### src/rtl/usart_channel.sv
module usart_channel #(
  parameter int RX_DEPTH = 4,
  parameter int TX_DEPTH = 2
) (
  input  logic       clk,
  input  logic       rst_n,
  input  logic       tick16,
  input  logic       tx_ext_mode,
  input  logic       tx_ext_tick,
  input  logic       rx_ext_mode,
  input  logic       rx_ext_tick,
  input  logic [1:0] char_len,
  input  logic [1:0] par_sel,
  input  logic [4:0] stop_len,
  input  logic [1:0] loop_sel,
  input  logic [7:0] tx_byte,
  input  logic       tx_push,
  output logic       tx_ready,
  output logic       rx_avail,
  output logic [7:0] rx_byte,
  output logic       rx_par_err,
  output logic       rx_frm_err,
  input  logic       rx_pop,
  output logic       rx_overrun,
  input  logic       overrun_clr,
  input  logic       rxd,
  output logic       txd,
  input  logic       cts,
  output logic       rts
);
  localparam int RAW = $clog2(RX_DEPTH);
  localparam int TAW = $clog2(TX_DEPTH);
  localparam logic [RAW:0] RQ_FULL = RX_DEPTH[RAW:0];
  localparam logic [TAW:0] TQ_FULL = TX_DEPTH[TAW:0];

  typedef enum logic [1:0] {R_IDLE, R_START, R_DATA, R_STOP} rx_state_t;

  wire       pen   = par_sel == 2'b01 || par_sel == 2'b10;
  wire       podd  = par_sel == 2'b10;
  wire [3:0] dbits = {2'b00, char_len} + 4'd5;
  wire [7:0] dmask = 8'hFF >> (2'd3 - char_len);

  // transmit buffer
  logic [7:0]   tq [TX_DEPTH];
  logic [TAW-1:0] tq_rd, tq_wr;
  logic [TAW:0] tq_cnt;
  logic         tx_load;
  wire          tq_acc = tx_push && (tq_cnt != TQ_FULL || tx_load);
  assign tx_ready = tq_cnt != TQ_FULL;

  always_ff @(posedge clk) if (tq_acc) tq[tq_wr] <= tx_byte;

  always_ff @(posedge clk or negedge rst_n)
    if (!rst_n) begin
      tq_rd <= '0; tq_wr <= '0; tq_cnt <= '0;
    end else begin
      if (tq_acc) tq_wr <= tq_wr + 1'b1;
      if (tx_load) tq_rd <= tq_rd + 1'b1;
      tq_cnt <= tq_cnt + (TAW+1)'(tq_acc) - (TAW+1)'(tx_load);
    end

  // transmitter
  wire       tx_en     = tx_ext_mode ? tx_ext_tick : tick16;
  wire [4:0] tx_bit_t  = tx_ext_mode ? 5'd0 : 5'd15;
  wire [4:0] tx_stop_t = tx_ext_mode ? {4'd0, stop_len[4]} : stop_len;
  logic       tx_busy, tx_stop;
  logic [4:0] tx_cnt;
  logic [3:0] tx_left;
  logic [9:0] tx_sh, frame;
  wire  [7:0] tx_d = tq[tq_rd] & dmask;

  always_comb begin
    frame = {1'b1, tx_d, 1'b0};
    frame[dbits + 4'd1] = pen ? (^tx_d ^ podd) : 1'b1;
  end

  assign tx_load = tx_en && (!tx_busy || (tx_stop && tx_cnt == 5'd0)) && tq_cnt != '0 && cts;

  always_ff @(posedge clk or negedge rst_n)
    if (!rst_n) begin
      tx_busy <= 1'b0; tx_stop <= 1'b0; tx_cnt <= '0; tx_left <= '0; tx_sh <= '1;
    end else if (tx_load) begin
      tx_busy <= 1'b1; tx_stop <= 1'b0; tx_cnt <= tx_bit_t;
      tx_left <= dbits + {3'b000, pen} + 4'd1;
      tx_sh   <= frame;
    end else if (tx_en && tx_busy) begin
      if (tx_cnt != 5'd0) tx_cnt <= tx_cnt - 5'd1;
      else if (!tx_stop) begin
        if (tx_left > 4'd1) begin
          tx_sh <= {1'b1, tx_sh[9:1]}; tx_left <= tx_left - 4'd1; tx_cnt <= tx_bit_t;
        end else begin
          tx_stop <= 1'b1; tx_cnt <= tx_stop_t;
        end
      end else tx_busy <= 1'b0;
    end

  wire tx_line = (tx_busy && !tx_stop) ? tx_sh[0] : 1'b1;

  // routing
  wire rx_src = loop_sel == 2'b10 ? tx_line : loop_sel == 2'b11 ? 1'b1 : rxd;
  assign txd  = loop_sel == 2'b00 ? tx_line : loop_sel == 2'b10 ? 1'b1 : rxd;

  // receiver
  logic [1:0] rx_sy;
  rx_state_t  rx_st;
  logic [3:0] rx_cnt, rx_got;
  logic [8:0] rx_sh;
  wire        rx_in   = rx_sy[1];
  wire        rx_en   = rx_ext_mode ? rx_ext_tick : tick16;
  wire [3:0]  rx_bit_t = rx_ext_mode ? 4'd0 : 4'd15;
  wire [3:0]  rx_need = dbits + {3'b000, pen};

  always_ff @(posedge clk or negedge rst_n)
    if (!rst_n) begin
      rx_sy <= 2'b11; rx_st <= R_IDLE; rx_cnt <= '0; rx_got <= '0; rx_sh <= '0;
    end else begin
      rx_sy <= {rx_sy[0], rx_src};
      if (rx_en)
        case (rx_st)
          R_IDLE: if (!rx_in) begin
            rx_got <= '0;
            if (rx_ext_mode) begin rx_st <= R_DATA; rx_cnt <= 4'd0; end
            else begin rx_st <= R_START; rx_cnt <= 4'd7; end
          end
          R_START:
            if (rx_cnt != 4'd0) rx_cnt <= rx_cnt - 4'd1;
            else if (rx_in) rx_st <= R_IDLE;
            else begin rx_st <= R_DATA; rx_cnt <= rx_bit_t; end
          R_DATA:
            if (rx_cnt != 4'd0) rx_cnt <= rx_cnt - 4'd1;
            else begin
              rx_sh <= {rx_in, rx_sh[8:1]}; rx_got <= rx_got + 4'd1; rx_cnt <= rx_bit_t;
              if (rx_got + 4'd1 == rx_need) rx_st <= R_STOP;
            end
          default:
            if (rx_cnt != 4'd0) rx_cnt <= rx_cnt - 4'd1;
            else rx_st <= R_IDLE;
        endcase
    end

  wire [8:0] rx_al   = rx_sh >> (4'd9 - rx_need);
  wire [7:0] rx_d    = rx_al[7:0] & dmask;
  wire       rx_perr = pen && ((^rx_d ^ rx_al[dbits]) != podd);

  // receive FIFO
  logic [9:0]     rq [RX_DEPTH];
  logic [RAW-1:0] rq_rd, rq_wr;
  logic [RAW:0]   rq_cnt;
  wire rq_push = rx_en && rx_st == R_STOP && rx_cnt == 4'd0;
  wire rq_pop  = rx_pop && rq_cnt != '0;
  wire rq_acc  = rq_push && (rq_cnt != RQ_FULL || rq_pop);

  always_ff @(posedge clk) if (rq_acc) rq[rq_wr] <= {!rx_in, rx_perr, rx_d};

  always_ff @(posedge clk or negedge rst_n)
    if (!rst_n) begin
      rq_rd <= '0; rq_wr <= '0; rq_cnt <= '0; rx_overrun <= 1'b0;
    end else begin
      if (rq_acc) rq_wr <= rq_wr + 1'b1;
      if (rq_pop) rq_rd <= rq_rd + 1'b1;
      rq_cnt <= rq_cnt + (RAW+1)'(rq_acc) - (RAW+1)'(rq_pop);
      rx_overrun <= (rx_overrun && !overrun_clr) || (rq_push && !rq_acc);
    end

  assign rx_avail = rq_cnt != '0;
  assign {rx_frm_err, rx_par_err, rx_byte} = rq[rq_rd];
  assign rts = rq_cnt != RQ_FULL;

  assert_cts_hold_R9: assert property (@(posedge clk) disable iff (!rst_n)
    (!tx_busy && !cts) |=> !tx_busy);
  assert_start_reject_R4: assert property (@(posedge clk) disable iff (!rst_n)
    (rx_st == R_START && rx_en && rx_cnt == 4'd0 && rx_in) |=> rx_st == R_IDLE);
  assert_overrun_sticky_R6: assert property (@(posedge clk) disable iff (!rst_n)
    (rx_overrun && !overrun_clr) |=> rx_overrun);
  assert_full_hold_R10: assert property (@(posedge clk) disable iff (!rst_n)
    (!rts && !rx_pop) |=> !rts);
  assert_remote_quiet_R13: assert property (@(posedge clk) disable iff (!rst_n)
    (rx_st == R_IDLE && loop_sel == 2'b11 && rx_sy == 2'b11) |=> rx_st == R_IDLE);
  assert_txbuf_keep_R8: assert property (@(posedge clk) disable iff (!rst_n)
    (!tx_ready && !tx_load) |=> !tx_ready);
endmodule

### config.mk
export PLATFORM = sky130hd
export DESIGN_NAME = usart_channel
export DESIGN_NICKNAME = d
export VERILOG_FILES = /design/src/rtl/usart_channel.sv
export SDC_FILE = /design/constraint.sdc
export NUM_CORES = 1
export LEC_CHECK = 0
export ABC_AREA = 1
export BUFFER_PORTS_ARGS = -buffer_cell sky130_fd_sc_hd__buf_2
export CELL_PAD_IN_SITES_DETAIL_PLACEMENT = 1
export CELL_PAD_IN_SITES_GLOBAL_PLACEMENT = 2
export CORE_MARGIN = 2
export CORE_UTILIZATION = 30
export CTS_BUF_LIST = sky130_fd_sc_hd__clkbuf_4 sky130_fd_sc_hd__clkbuf_8 sky130_fd_sc_hd__clkbuf_16
export DETAILED_ROUTE_END_ITERATION = 12
export PLACE_DENSITY = 0.68
export SKIP_LAST_GASP = 1
export SLEW_MARGIN = 20
export SYNTH_ARGS = -nofsm -noshare
export SYNTH_HDL_FRONTEND = slang
export SYNTH_SLANG_ARGS = --single-unit
### constraint.sdc
create_clock -name clk -period 2.7 [get_ports clk]
set_input_delay 0.54 -clock clk [delete_from_list [all_inputs] [get_ports clk]]
set_output_delay 0.54 -clock clk [all_outputs]
set_load 0.01 [all_outputs]
After elaboration in Yosys (flattened, before gate mapping)
Memories as Yosys holds them, arrays and structs flattened.
Index checks and enable logic that the tools add are counted.
{ "totals": {"reg_bits": 54, "ramBits": 56, "in_bits": 31, "n_memories": 2} }
{ "classes": {"addsub": 18, "n_lt_le_gt_ge": 4, "eq_ne": 20, "shifts": 2, "n_mux": 62, "bitwise_logic": 5, "reduce_logical": 48} }
{ "memory_table": {"columns": ["name", "words", "width", "rd", "rd_ports_with_merged_regs", "wr", "line", "text"], "rows": [
  ["rq", 4, 10, 1, 0, 1, "146", "logic [9:0] rq [RX_DEPTH];"],
  ["tq", 2, 8, 1, 0, 1, "44", "logic [7:0] tq [TX_DEPTH];"]
]} }
{ "ops": {"columns": ["cell", "count"], "rows": [
  ["4-bit 2-to-1 mux", 14],
  ["10-bit 2-to-1 mux", 5],
  ["5-bit 2-to-1 mux", 6],
  ["1-bit 2-to-1 mux", 23],
  ["8-bit AND", 2],
  ["8-bit XOR reduction", 2],
  ["1-bit logical AND", 15],
  ["2-bit 2-to-1 mux", 7],
  ["2-bit inequality test, second input constant", 7],
  ["4-bit by 1-bit adder with 4-bit output, second input constant", 3],
  ["4-bit case mux with 3 select lines", 1],
  ["4-bit AND reduction", 3],
  ["10-bit bitwise mux", 1],
  ["2-bit equality test, second input constant", 5],
  ["4-bit by 5-bit < comparator with 1-bit output, second input constant", 2],
  ["2-bit nonzero test", 5],
  ["9-bit by 4-bit right shift with 9-bit output", 1],
  ["4-bit case mux with 2 select lines", 1],
  ["4-bit nonzero test", 2],
  ["8-bit by 2-bit right shift with 8-bit output, first input constant", 1],
  ["4-bit by 1-bit subtractor with 4-bit output, second input constant", 2],
  ["3-bit inequality test, second input constant", 2],
  ["2-bit case mux with 3 select lines", 1],
  ["3-bit AND reduction", 2],
  ["32 further kinds", 46]
]} }

Depth between registers and ports, before layout
Gate-level depths: netlist of the first run.
{ "logic_depth": {"word_depth": 10, "ltp_mapped": 23} }

Worst setup path before layout of the first run
OpenSTA, ideal clock, no wires.
{ "synth_timing": {"path_type": "input-to-reg", "start": "input par_sel[0]", "end": "memory rq[0][8], data pin", "setup_time_ns": 0.255, "t_arrival_ns": 3.307, "required_ns": 2.445, "slack_ns": -0.862, "path_stages": 22, "n_path_buf": 2, "path_cell_list": "inv_1 -> ha_1 -> inv_1 -> ha_1 -> inv_1 -> fa_1 -> buf_4 -> inv_2 -> buf_4 -> ha_1 -> nor2_2 -> nand3_1 -> nor2_2 -> nand2_1 -> nand2_1 -> nand2_1 -> nand2_1 -> nand3_1 -> nand2_1 -> nand2_1 -> nand2_1 -> nor2_2"} }
{ "synth_between": {"elab_chain_len": 10} }
{ "synth_lines": {"columns": ["element", "line", "text"], "rows": [
  ["start, declared", "13", "input logic [1:0] par_sel,"],
  ["2-bit by 1-bit equality test with 1-bit output or 2-bit equality test (tied branches)", "38", "wire pen = par_sel == 2'b01 || par_sel == 2'b10;"],
  ["1-bit logical OR (*)", "38", null],
  ["4-bit by 1-bit adder with 4-bit output (*)", "111", "wire [3:0] rx_need = dbits + {3'b000, pen};"],
  ["4-bit subtractor (*)", "141", "wire [8:0] rx_al = rx_sh >> (4'd9 - rx_need);"],
  ["9-bit by 4-bit right shift with 9-bit output (*)", "141", null],
  ["8-bit AND (*)", "142", "wire [7:0] rx_d = rx_al[7:0] & dmask;"],
  ["via rx_d[5]", "142", null],
  ["8-bit XOR reduction (*)", "143", "wire rx_perr = pen && ((^rx_d ^ rx_al[dbits]) != podd);"],
  ["1-bit bitwise XOR (*)", "143", null],
  ["1-bit inequality test (*)", "143", null],
  ["1-bit logical AND (*)", "143", null],
  ["via rx_perr", "143", null],
  ["end, declared", "146", null]
]} }
Mark *: on every way through the listed nets, which the timed path passes. The rest lies on a longest branch. The select of a mux whose other input is x is not followed.

Final worst setup path of the first run
{ "layout_timing": {"start": "input par_sel[0]", "end": "memory rq[2][8], data pin"} }
{ "layout_between": {"elab_chain_len": 10} }
{ "layout_lines": {"columns": ["element", "line"], "rows": [
  ["2-bit by 1-bit equality test with 1-bit output or 2-bit equality test (tied branches)", "38"],
  ["1-bit logical OR (*)", "38"],
  ["4-bit by 1-bit adder with 4-bit output (*)", "111"],
  ["4-bit subtractor (*)", "141"],
  ["9-bit by 4-bit right shift with 9-bit output (*)", "141"],
  ["via rx_al[0]", "141"],
  ["1-bit binary-select mux with 4-bit select or 8-bit AND (tied branches)", "143, 142"],
  ["1-bit 2-to-1 mux (not written as such) or 8-bit XOR reduction (tied branches)", "143"],
  ["1-bit bitwise XOR (*)", "143"],
  ["1-bit inequality test (*)", "143"],
  ["1-bit logical AND (*)", "143"],
  ["via rx_perr", "143"]
]} }
Marks and branches as above.

==> flow_metrics.env, run 1 <==
export IMPL_outcome="complete, but fails checks"
export IMPL_failed_checks="setup timing"
export IMPL_fillers=2378
export IMPL_instances_no_fill=1082
export IMPL_cts_tree="done"
export IMPL_swShare_pct=41.4
export IMPL_routed_wl_um=15600
export IMPL_h_tree_depth=3
export IMPL_synth_warnings=0
export IMPL_critPathTopFamily="adder cells"
export IMPL_synth_top_area_cell="edfxtp_1"
export IMPL_cp_required_ns=2.82
export IMPL_gp_congestion=0.775
export IMPL_final_nets=867
export IMPL_startpoint_type="primary input"
export IMPL_clk_latency_ns=0.36
export IMPL_finalCritPeriodShare_pct=109
export IMPL_synth_most_common_cell="nand2_1"
export IMPL_pwr_share_clk_pct=19.2
export IMPL_die_h_um=148
export IMPL_placed_cell_area_sq_um=7070
export IMPL_maxSlewHeadroom_pct=50.2
export IMPL_drc_errors=0
export IMPL_synth_edf_count=56
export IMPL_layout_setup_ws_ns=-0.250
export IMPL_ys_seq_elements=110
export IMPL_path_common_cell="nand2_1"
export IMPL_antennaDiodeCount=0
export IMPL_ys_top_cells_by_area="edfxtp_1, dfrtp_1, nand2_1, ha_1, dfstp_2"
export IMPL_endpoint_kind="flop"
export IMPL_cts_hold_buf=0
export IMPL_maxCapViolCount=0
export IMPL_ys_types=45
export IMPL_leakage_uw=0.00342
export IMPL_p_sw_uw=2830
export IMPL_cp_arrival_ns=3.07
export IMPL_vdd_drop_max_uv=356
export IMPL_fin_crit_ns=2.95
export IMPL_synth_avg_cell_area_sq_um=8.57
export IMPL_seq_area_frac_synth_pct=49.1
export IMPL_worst_path_max_fanout=6
export IMPL_async_reset_ff_share_pct=49.1
export IMPL_antenna_found_initial=0
export IMPL_grt_pass1_wl_um=26100
export IMPL_grt_setup_unrepaired="yes"
export IMPL_firstDrtPassIters=4
export IMPL_synthToLayoutAreaGrowth_pct=20.4
export IMPL_slew_violations=0
export IMPL_pwr_share_comb_pct=44.3
export IMPL_pwr_density_cell_nw_per_um2=917
export IMPL_cts_buffers=9
export IMPL_crit_chain="buf_8, inv_8, ha_4, inv_4, ha_4, inv_2, fa_2, inv_4, ha_4, nor2_4, nand3_2, nand2_4, inv_2, nand2_1, nand2_1, nand2_2, nand3_2, nand2_1, nand2_1, nand2_2, nor2_4"
export IMPL_crit_path_top_delay_cell="fa_2"
export IMPL_cts_num_sinks=110
export IMPL_io_buffers=45
export IMPL_syn_instance_count=724
export IMPL_vias_per_cell=4.69
export IMPL_setup_violations=4
export IMPL_min_path_type="primary input to asynchronous set/reset pin"
export IMPL_hold_slack_ns=0.316
export IMPL_grt_ovfl_total=0
export IMPL_drt_iter0_markers=147
export IMPL_routedWlPerCell_um=14.4
export IMPL_vias=5079
export IMPL_dp_cells=1063
export IMPL_syn_cell_area_sq_um=6200
export IMPL_grt_pass1_vias=5517
export IMPL_final_util_pct=36.9
export IMPL_row_count=52
export IMPL_cpPeakStageDelay_ns=0.60
export IMPL_synth_top_area_share_pct=27.1
export IMPL_grt_use_total_pct=14.9
export IMPL_synth_nets=784
export IMPL_ios=46
export IMPL_dieArea_sq_um=21800
export IMPL_drtAntennaViolNets=0
export IMPL_root_buffer="clkbuf_16"
export IMPL_drive_gt1_share_pct=21.6
export IMPL_die_w_um=148
export IMPL_initial_utilization_pct=30.7
export IMPL_hold_viol_final=0
export IMPL_seq_power_share_pct=36.5
export IMPL_grt_start_max_net_pins=55
export IMPL_core_area_sq_um=20200
export IMPL_finClkSkew_ns=0.0120
export IMPL_p_int_uw=4020
export IMPL_critPathBufInv=6
export IMPL_synthFlopType="edfxtp_1"
export IMPL_path_class="primary input to flop"
export IMPL_synthTopCellsByCount="nand2_1, inv_1, nor2_1"
export IMPL_path_clk_slew_ns=0.08
export IMPL_worst_pin_slew_ns=0.747
export IMPL_hpwl_um=11700
export IMPL_clockBufferDepth=2
export IMPL_clock_fmax_mhz=339
export IMPL_stdcell_area_sq_um=7470
==> cells in the final DEF (no fill, tap or decap), drive strengths merged, types with 3 or more instances in the layout <==
| cell | n |
|---|---|
| buf | 88 |
| inv | 94 |
| or2 | 3 |
| nand4 | 8 |
| xnor2 | 6 |
| xor2 | 21 |
| a21oi | 27 |
| edfxtp | 56 |
| nand3 | 55 |
| nor3 | 4 |
| dfrtp | 42 |
| nand3b | 3 |
| nor2 | 72 |
| o211ai | 3 |
| clkbuf | 9 |
| o22ai | 12 |
| o21ai | 60 |
| ha | 27 |
| clkinv | 5 |
| a31oi | 3 |
| dfstp | 12 |
| nand2 | 183 |
==> layout make-up <==
| class | count | area (sq um) | share of cell area [%] |
|---|---|---|---|
| flip-flops and latches | 110 | 3050 | 40.8 |
| multi-input cells | 506 | 2840 | 38.1 |
| repair buffers | 88 | 587 | 7.86 |
| inverters | 92 | 358 | 4.79 |
| well taps | 270 | 338 | 4.52 |
| clock buffers | 9 | 225 | 3.02 |
| clock inverters | 7 | 66.3 | 0.888 |
==> repair_timing <==
| action | in CTS | in global routing |
|---|---|---|
| pin swaps | 17 | 12 |
| setup endpoints to repair | 4 | 4 |
| buffers inserted | 3 | 0 |
| gates resized for setup | 6 | 18 |
==> state kept, by name, summed over array words and instances (netlist names), 2 cells and up <==
signal / cells
rq_cnt: 3
rq_rd: 2
rq: 40
rx_sh: 9
tx_cnt: 5
rq_wr: 2
rx_sy: 2
tq_cnt: 2
tx_left: 4
tq: 16
rx_got: 4
rx_cnt: 4
tx_sh: 10
rx_st: 2
==> layer usage <==
| layer | GRT usage, % | up-vias | wire length, um |
|---|---|---|---|
| li1 | - | 2546 | - |
| met1 | 18.6 | 2474 | 7150 |
| met2 | 26.6 | 45 | 7980 |
| met3 | 1.98 | 14 | 253 |
| met4 | 4.62 | 0 | 181 |
| met5 | 0 | - | 0 |
==> path summary, 6_finish.rpt <==
check | end | cells after the start | start | slack, ns
setup reg to reg | rq_cnt[2] | 10 | rx_cnt[0] | 0.23
max in group asynchronous | rx_sh[3] | 2 | rst_n | 1.88
hold / removal | tx_cnt[4] | 2 | rst_n | 0.32
min in group clk | tq[0][3] | 1 | tx_byte[3] | 0.36
setup / recovery | rq[2][8] | 21 | par_sel[0] | -0.25
hold reg to reg | rx_sy[1] | 0 | rx_sy[0] | 0.36
==> metrics by stage <==
| step | power, uW | setup TNS [ns] | setup WS (ns) |
|---|---|---|---|
| after CTS | 6900 | -0.981 | -0.245 |
| final | 6850 | -1.00 | -0.250 |
| after global placement | 5400 | -5.54 | -0.583 |
| after detailed placement | 5540 | -6.38 | -0.660 |
| after floorplan | 4590 | -1.77 | -0.441 |
| after global routing | 7470 | -1.38 | -0.344 |
==> kinds of logic (layout without fill, tap and decap cells) <==
kind of cell / Yosys count / count (layout) / share of synthesized area (%)
simple gates: 330 / 330 / 22.8
mux: 3 / 3 / 0.504
fa+ha+maj: 29 / 29 / 6.09
buf+inv: 108 / 196 / 7.02
compound gates: 117 / 117 / 10.6
flops: 110 / 110 / 49.1
xor+xnor: 27 / 27 / 3.81
==> power groups by stage <==
stage / sequential, uW / combinational (uW) / clock, uW
3_5_place_dp: 2540 / 2990 / 0
2_1_floorplan: 2440 / 2150 / 0
6_report: 2500 / 3030 / 1310
4_1_cts: 2510 / 3040 / 1350
5_1_grt: 2560 / 3500 / 1410
3_3_place_gp: 2520 / 2880 / 0
(Power assumes the default switching activity.)
==> inputs of run 2 (changes only) <==
- ABC_AREA: 1 -> 0
- PLACE_DENSITY: 0.68 -> 0.62
==> flow_metrics.env, run 2 <==
export IMPL_outcome="complete, but fails checks"
export IMPL_failed_checks="setup timing"
export IMPL_final_cell_mix="edfxtp_1, buf_4, buf_2"
export IMPL_cts_tree="done"
export IMPL_grt_use_total_pct=14.2
export IMPL_ios=46
export IMPL_die_h_um=145
export IMPL_startpoint_type="primary input"
export IMPL_synthTopCellsByCount="edfxtp_1, dfrtp_1, inv_1"
export IMPL_grt_setup_unrepaired="yes"
export IMPL_layout_commonest_cell="edfxtp_1"
export IMPL_largest_reg_flops=40
export IMPL_clockBufferDepth=2
export IMPL_reg_top3="rq (40), tq (16), tx_sh (10)"
export IMPL_endpoint_kind="flop"
export IMPL_stdcell_area_sq_um=7220
export IMPL_path_class="primary input to flop"
export IMPL_async_reset_ff_share_pct=49.1
export IMPL_synth_warnings=0
export IMPL_drt_iter0_markers=165
export IMPL_vdd_drop_max_uv=381
export IMPL_path_clk_slew_ns=0.07
export IMPL_tns_ns=-2.43
export IMPL_cp_arrival_ns=3.48
export IMPL_synthFlopType="edfxtp_1"
export IMPL_row_count=51
export IMPL_finClkSkew_ns=0.00961
export IMPL_ys_types=63
export IMPL_final_util_pct=37.2
export IMPL_antennaDiodeCount=0
export IMPL_hold_viol_final=0
export IMPL_layout_setup_ws_ns=-0.612
export IMPL_synth_nets=538
export IMPL_core_area_sq_um=19400
export IMPL_regMostFlops="rq"
export IMPL_hpwl_um=10200
export IMPL_maxCapViolCount=0
export IMPL_fin_crit_ns=3.31
export IMPL_ys_seq_elements=110
export IMPL_routed_wl_um=13500
export IMPL_vias_per_cell=4.78
export IMPL_placed_cell_area_sq_um=6830
export IMPL_routedWlPerCell_um=16.0
export IMPL_pwr_density_cell_nw_per_um2=933
export IMPL_worst_path_max_fanout=4
export IMPL_maxSlewHeadroom_pct=51.6
export IMPL_finalCritPeriodShare_pct=123
export IMPL_synth_top_area_cell="edfxtp_1"
export IMPL_grt_start_max_net_pins=55
export IMPL_place_ws_ns=-1.09
export IMPL_cts_hold_buf=0
export IMPL_syn_cell_area_sq_um=5920
export IMPL_synth_edf_count=56
export IMPL_leakage_uw=0.00293
export IMPL_cp_required_ns=2.87
export IMPL_io_buffers=45
export IMPL_hold_slack_ns=0.304
export IMPL_vias=4024
export IMPL_slew_violations=0
export IMPL_cts_num_sinks=110
export IMPL_root_buffer="clkbuf_16"
export IMPL_synthToLayoutAreaGrowth_pct=21.8
export IMPL_grt_pass1_wl_um=22600
export IMPL_die_w_um=145
export IMPL_clock_fmax_mhz=302
export IMPL_setup_violations=4
export IMPL_dieArea_sq_um=20900
export IMPL_cts_buffers=9
export IMPL_drtAntennaViolNets=0
export IMPL_drive_gt1_share_pct=30.4
export IMPL_firstDrtPassIters=4
export IMPL_ys_top_cells_by_area="edfxtp_1, dfrtp_1, ha_1, dfstp_2, mux4_2"
export IMPL_synth_most_common_cell="edfxtp_1"
export IMPL_h_tree_depth=3
export IMPL_synth_top_area_share_pct=28.4
export IMPL_grt_pass1_vias=4186
export IMPL_synth_avg_cell_area_sq_um=12.4
export IMPL_final_nets=631
export IMPL_syn_instance_count=478
export IMPL_initial_utilization_pct=30.5
export IMPL_drc_errors=0
export IMPL_grt_ovfl_total=0
export IMPL_clk_latency_ns=0.36
export IMPL_worst_pin_slew_ns=0.726
export IMPL_gp_congestion=0.763
export IMPL_min_path_type="primary input to asynchronous set/reset pin"
export IMPL_antenna_found_initial=0
export IMPL_seq_area_frac_synth_pct=51.4
run 2: repair_timing:
action                                  in CTS  in global routing
gates cloned                                 0                  0
buffers inserted                             1                  2
endpoints found under the hold margin        0                  0
gates resized for setup                      5                 10
pin swaps                                    5                  3
endpoints found under the setup margin       6                 39
run 2: layer usage:
| metal | vias to the layer above | global-route usage, % | part of all wire [%] |
|---|---|---|---|
| li1 | 1965 | - | - |
| met4 | 0 | 5.06 | 1.6 |
| met1 | 2004 | 18.5 | 47 |
| met2 | 40 | 23.2 | 49 |
| met5 | - | 0 | 0 |
| met3 | 15 | 3.15 | 2.7 |
run 2: metrics by stage:
| step | total power [uW] | instances |
|---|---|---|
| 3_3_place_gp | 5180 | 823 |
| 2_1_floorplan | 4390 | 478 |
| 4_1_cts | 6790 | 840 |
| 6_report | 6730 | 841 |
| 5_1_grt | 7260 | 841 |
| 3_5_place_dp | 5260 | 823 |
run 2: layout make-up:
type,instances,area [sq um]
fill,2126,12200
sequential,110,3050
multi-input combinational,322,2770
timing repair buffer,97,626
tap,265,332
clock buffer,11,240
inverter,31,124
clock inverter,5,82.6
run 2: power breakdown:
part	switching (uW)	total (uW)	leakage [uW]	internal [uW]
logic	1290	2640	0.00162	1350
clock network	619	1460	0.000161	840
registers	395	2630	0.00115	2240
total	2310	6730	0.00293	4430
run 2: critical path, cell delays in order:
cell and delay [ns]:
buf_6 0.10, inv_4 0.04, ha_4 0.21, inv_4 0.06
ha_4 0.12, inv_2 0.03, fa_2 0.55, inv_4 0.04
ha_4 0.26, mux4_2 0.28, a22o_1 0.24, xor2_1 0.17
xnor3_1 0.28, xnor3_1 0.26, mux2i_2 0.29
run 2: worst paths after layout:
check / startpoint / to / slack [ns] / depth (start not counted)
min in group clk: overrun_clr / rx_overrun / 0.35 / 2
worst min register to register: rx_sy[0] / rx_sy[1] / 0.39 / 0
max in group asynchronous: rst_n / rx_sh[6] / 1.90 / 2
worst max-delay path: par_sel[0] / rq[2][8] / -0.61 / 15
worst max register to register: rx_cnt[1] / rq_cnt[2] / 0.17 / 13
worst min-delay path: rst_n / tq_wr / 0.30 / 2
run 2: kinds of logic after synthesis:
logic type                 after synthesis  synth area share, %
adders and majority gates               29                 6.38
AOI/OAI and AO/OA                       98                 11.3
buffers and inverters                   46                 3.25
muxes                                   51                 12.0
DFF                                    110                 51.4
xor gates and xnor gates                34                 5.72
and+or+nand+nor                        110                 9.93
